## src/rtl/ddr_bus_match_port.sv

```systemverilog
module ddr_bus_match_port #(
  parameter int LANE  = 10,
  parameter int LANES = 4
) (
  input  logic                  clk,
  input  logic                  rst_n,
  input  logic                  cfg_ddr,
  input  logic                  cfg_wide,
  input  logic                  wen,
  input  logic [2*LANE-1:0]     din,
  output logic                  wr_put,
  output logic [LANES*LANE-1:0] wr_word,
  input  logic                  ren,
  input  logic                  rd_avail,
  input  logic [LANES*LANE-1:0] rd_word,
  output logic                  rd_take,
  output logic [2*LANE-1:0]     dout,
  output logic                  echo_en,
  output logic                  echo_clk
);
  localparam int BW = 2*LANE;
  localparam int WW = LANES*LANE;
  localparam int AW = (LANES-1)*LANE;
  localparam int XW = AW + 2*BW;
  localparam int CW = $clog2(LANES+1);

  function automatic logic [BW-1:0] trim(input logic [BW-1:0] v, input logic wide);
    return wide ? v : {{(BW-LANE){1'b0}}, v[LANE-1:0]};
  endfunction

  logic ddr_q, wide_q;
  logic [CW-1:0] k, cap;
  assign k   = wide_q ? CW'(2) : CW'(1);
  assign cap = ddr_q ? (k << 1) : k;

  // write side: falling-edge holding register
  logic fv;
  logic [BW-1:0] fd;
  always_ff @(negedge clk) begin
    if (!rst_n) begin
      fv <= 1'b0;
      fd <= '0;
    end else begin
      fv <= ddr_q & wen;
      fd <= din;
    end
  end

  // write side: lane accumulator
  logic [CW-1:0] cnt, nb;
  logic [CW:0] total;
  logic [AW-1:0] acc;
  logic [BW-1:0] rbeat;
  logic [2*BW-1:0] fresh;
  logic [XW-1:0] ext;

  assign rbeat = wen ? trim(din, wide_q) : '0;
  assign nb    = (fv ? k : '0) + (wen ? k : '0);
  assign fresh = fv ? ({{BW{1'b0}}, trim(fd, wide_q)} | ({{BW{1'b0}}, rbeat} << (k*LANE)))
                    : {{BW{1'b0}}, rbeat};
  assign ext   = {{(2*BW){1'b0}}, acc} | ({{AW{1'b0}}, fresh} << (cnt*LANE));
  assign total = {1'b0, cnt} + {1'b0, nb};

  always_ff @(posedge clk) begin
    if (!rst_n) begin
      ddr_q   <= cfg_ddr;
      wide_q  <= cfg_wide;
      cnt     <= '0;
      acc     <= '0;
      wr_put  <= 1'b0;
      wr_word <= '0;
    end else if (total >= (CW+1)'(LANES)) begin
      wr_put  <= 1'b1;
      wr_word <= ext[WW-1:0];
      acc     <= ext[WW +: AW];
      cnt     <= CW'(total - (CW+1)'(LANES));
    end else begin
      wr_put  <= 1'b0;
      acc     <= ext[AW-1:0];
      cnt     <= total[CW-1:0];
    end
  end

  // read side: serializer
  logic [CW-1:0] scnt;
  logic [WW-1:0] sbuf, src;
  logic go, lo;
  logic rise_v, fall_v;
  logic [BW-1:0] rise_d, fall_d;

  assign src     = (scnt == '0) ? rd_word : sbuf;
  assign rd_take = rst_n & ren & rd_avail & (scnt == '0);
  assign go      = rst_n & ren & (rd_avail | (scnt != '0));

  always_ff @(posedge clk) begin
    if (!rst_n) begin
      scnt   <= '0;
      sbuf   <= '0;
      rise_v <= 1'b0;
      fall_v <= 1'b0;
      rise_d <= '0;
      fall_d <= '0;
    end else if (go) begin
      rise_v <= 1'b1;
      rise_d <= trim(src[BW-1:0], wide_q);
      fall_v <= ddr_q;
      fall_d <= trim(BW'(src >> (k*LANE)), wide_q);
      sbuf   <= src >> (cap*LANE);
      scnt   <= ((scnt == '0) ? CW'(LANES) : scnt) - cap;
    end else begin
      rise_v <= 1'b0;
      fall_v <= 1'b0;
    end
  end

  assign lo       = ddr_q & ~clk;
  assign dout     = lo ? fall_d : rise_d;
  assign echo_en  = lo ? fall_v : rise_v;
  assign echo_clk = clk;
endmodule


```

## config.mk

```make
export PLATFORM = sky130hd
export DESIGN_NAME = ddr_bus_match_port
export DESIGN_NICKNAME = d
export VERILOG_FILES = /design/src/rtl/ddr_bus_match_port.sv
export SDC_FILE = /design/constraint.sdc
export NUM_CORES = 1
export LEC_CHECK = 0
export ABC_AREA = 1
export CORE_ASPECT_RATIO = 0.9
export CORE_MARGIN = 3
export CORE_UTILIZATION = 40
export DETAILED_ROUTE_END_ITERATION = 6
export HOLD_SLACK_MARGIN = 0.12
export PLACE_DENSITY = 0.66
export SLEW_MARGIN = 10
export SYNTH_ARGS = -nofsm -noshare
export SYNTH_HDL_FRONTEND = slang
export SYNTH_SLANG_ARGS = --single-unit
export TNS_END_PERCENT = 1
```

## constraint.sdc

```tcl
create_clock -name clk -period 4.18 [get_ports clk]
set_input_delay 1.045 -clock clk [delete_from_list [all_inputs] [get_ports clk]]
set_output_delay 1.045 -clock clk [all_outputs]
set_load 0.03 [all_outputs]
```

==> metrics.yaml, run 1 <==
antenna_found_initial: 0
wl_per_cell_um: 17.9
holdBufCountCts: 0
highest_layer: "met4"
arrival_ps: 5330
area_growth_pct: 25.5
worstSetupEndpointType: "flop"
synth_top_flop_cell: "dfxtp_1"
crit_path_max_fanout: 7
ys_ff_latch: 182
nNetsFinal: 1987
finish.instance_area_um2: 13800
die_x_um: 181
initial_core_util_pct: 41.4
p_clk_share_pct: 33.3
n_antenna_cell: 0
path_class: "reg -> reg"
io_pins: 131
grt_overflow: 0
clock_skew_ps: 54.0
combPwrFrac_pct: 35.9
drc_errors: 0
dp_hpwl_mm: 29.9
syn_area_per_cell_um2: 6.17
min_path_type: "reg -> reg"
ant_nets: 0
seqPwrFrac_pct: 30.8
grt_pass1_wl_mm: 63.5
route.final.wire_length_mm: 40.6
worst_pin_slew_ps: 938
switching_share_pct: 42.4
async_flop_share_pct: 0
path_clk_slew_ps: 80
maxSlewViolCount: 0
wl_met3_mm: 3.26
maxCapViolCount: 0
port_buffers: 130
drive_above_1_share_pct: 10.9
dp_slack_ps: -783
routed-via-count: 12300
grt_pass1_vias: 11800
violations: "setup timing"
yosys_warnings: 0
drt_pre_antenna_iters: 6
synth_nets: 1858
p_total_mw: 6.65
fin_ws_ps: -646
critPathRequiredTime_ps: 4680
clkLatencyLatePin_ps: 610
min_from: "sbuf[36]"
post-route-util_pct: 52.0
p_sw_mw: 2.82
grt_usage_pct: 27.4
r2r_start: "fv"
p_per_area_nw_per_um2: 483
p_leak_nw: 6.22
place_congestion: 0.948
multi_input_area_um2: 6270
intPower_mw: 3.83
fillCellCount: 2737
rows: 56
slew_headroom_pct: 36.8
core_area_um2: 26500
yosysSeqAreaShare_pct: 33.4
die_height_um: 163
cts_tree: "built"
place_area_um2: 12800
setup_violations: 92
synthDistinctLibCells: 42
ir_worst_vdd_uv: 287
wl_met2_mm: 18.2
startpoint: "fv"
status: "complete, but fails checks"
met1_length_mm: 17.9
crit_path_start_kind: "flop"
dieArea_um2: 29400
regArea_um2: 3660
syn_area_um2: 11000
viasPerCell: 5.40
drt_iter0_markers: 1176
synth-edff-count: 2
rsz0062_at_grt: "yes"
netlist_instances: 1779
grt_max_degree: 73
hold_viol_final: 0
==> synthesized netlist by cell type (all sizes together), types with 2 or more instances <==
| cell type | number | share of area [%] |
|---|---|---|
| o22ai | 20 | 1.1 |
| o21ai | 197 | 9.0 |
| a32o | 7 | 0.64 |
| a21o | 2 | 0.14 |
| clkbuf | 74 | 2.5 |
| nand2 | 509 | 18 |
| inv | 190 | 6.5 |
| or2 | 2 | 0.11 |
| nor2 | 128 | 4.5 |
| o221ai | 3 | 0.24 |
| nor3 | 9 | 0.41 |
| edfxtp | 2 | 0.55 |
| o211ai | 27 | 1.8 |
| clkinv | 3 | 0.10 |
| a22oi | 2 | 0.14 |
| a21oi | 49 | 2.2 |
| nand3 | 261 | 12 |
| fa | 4 | 0.73 |
| ha | 8 | 0.91 |
| nand4 | 18 | 1.0 |
| dfxtp | 180 | 33 |
| and2 | 5 | 0.29 |
| o21bai | 11 | 0.79 |
| nor4 | 2 | 0.23 |
| buf | 46 | 2.2 |
| a31oi | 14 | 0.94 |
==> flip-flops by register name, indices dropped and copies added (netlist names) <==
name / count
fv: 1
acc: 30
fall_v: 1
fd: 20
fall_d: 20
rise_v: 1
scnt: 3
sbuf: 40
wide_q: 1
wr_word: 40
rise_d: 20
wr_put: 1
ddr_q: 1
cnt: 3
==> routing by layer <==
metal,global-route usage (%),up-vias
met5,0,-
met4,12.1,0
met3,8.08,83
met2,42.7,457
met1,35.4,5645
li1,-,6069
==> metrics by stage <==
step	setup TNS, ps	hold WS (ps)	std cells
after global routing	-55590	455	2269
final	-43230	431	2269
after detailed placement	-58530	420	2209
after CTS	-49410	432	2266
after floorplan	-31360	408	1779
after global placement	-56270	415	2209
==> power by group through the flow <==
| stage | logic [mW] | registers, mW | clock network (mW) |
|---|---|---|---|
| 2_1_floorplan | 1.43 | 2.15 | 0.234 |
| 3_3_place_gp | 2.29 | 2.08 | 0.298 |
| 3_5_place_dp | 2.29 | 2.08 | 0.298 |
| 4_1_cts | 2.33 | 2.05 | 2.25 |
| 5_1_grt | 2.64 | 2.07 | 2.36 |
| 6_report | 2.39 | 2.05 | 2.21 |
==> kinds of logic (layout without fill, tap and decap cells) <==
family                     count (synthesis)  after routing  synth area share, %
AOI/OAI and AO/OA                        335            335                 17.3
xor gates and xnor gates                   1              1               0.0799
adders and majority gates                 12             12                 1.64
buffers and inverters                    313            455                 11.4
DFF                                      182            182                 33.4
muxes                                      2              2                0.194
and+or+nand+nor                          934            934                 36.0
==> worst max-delay path, stage by stage, from the launching register on <==
cell	delay (ps)
dfxtp_2	320
buf_4	130
inv_2	50
nor2_2	40
fa_1	390
ha_2	200
inv_2	50
fa_1	430
nand2_2	140
inv_4	50
nor2_4	100
inv_4	70
buf_6	120
nor2_4	90
buf_6	150
o211ai_1	130
a21oi_2	160
==> cell type report <==
type	count	area share [%]
multi-input cells	1284	45.5
flip-flops and latches	182	26.6
repair buffers	184	12.5
inverters	192	5.31
clock buffers	43	5.12
well taps	348	3.16
clock inverters	36	1.74
==> what timing repair did <==
| item | in CTS | in global routing |
|---|---|---|
| pin swaps | 20 | 24 |
| setup buffers | 1 | 3 |
| gates resized for setup | 167 | 38 |
| setup endpoints to repair | 93 | 92 |
==> placed cells by master, fill, tap and decap left out, types with 9 or more instances in the layout <==
cell type / Yosys / final
a21oi_1: 49 / 41
a31oi_1: 13 / 13
buf_4: 5 / 75
clkbuf_16: 0 / 20
clkdlybuf4s50_1: 0 / 108
dfxtp_1: 180 / 179
inv_1: 183 / 198
nand2_1: 505 / 501
nand3_1: 261 / 256
nand4_1: 18 / 18
nor2_1: 124 / 114
nor2_2: 4 / 9
o211ai_1: 27 / 27
o21ai_0: 161 / 135
o21ai_1: 36 / 47
o21ai_2: 0 / 15
o21bai_1: 10 / 10
o22ai_1: 20 / 20
==> path summary, 6_finish.rpt <==
path | cells after the start | slack [ps] | endpoint
max | 16 | -650 | acc[0]
min | 2 | 430 | sbuf[36]
max reg2reg | 16 | -650 | acc[0]
min reg2reg | 2 | 430 | sbuf[36]
Power figures use the tool's default switching activity.
==> run 2: changes to the inputs <==
--- a/config.mk
+++ b/config.mk
@@ -12,7 +12,7 @@
 export DETAILED_ROUTE_END_ITERATION = 6
 export HOLD_SLACK_MARGIN = 0.12
 export PLACE_DENSITY = 0.66
-export SLEW_MARGIN = 10
+export SLEW_MARGIN = 20
 export SYNTH_ARGS = -nofsm -noshare
 export SYNTH_HDL_FRONTEND = slang
 export SYNTH_SLANG_ARGS = --single-unit
==> results of run 2 <==
No change in the layout: final DEF, timing and power equal those of run 1.
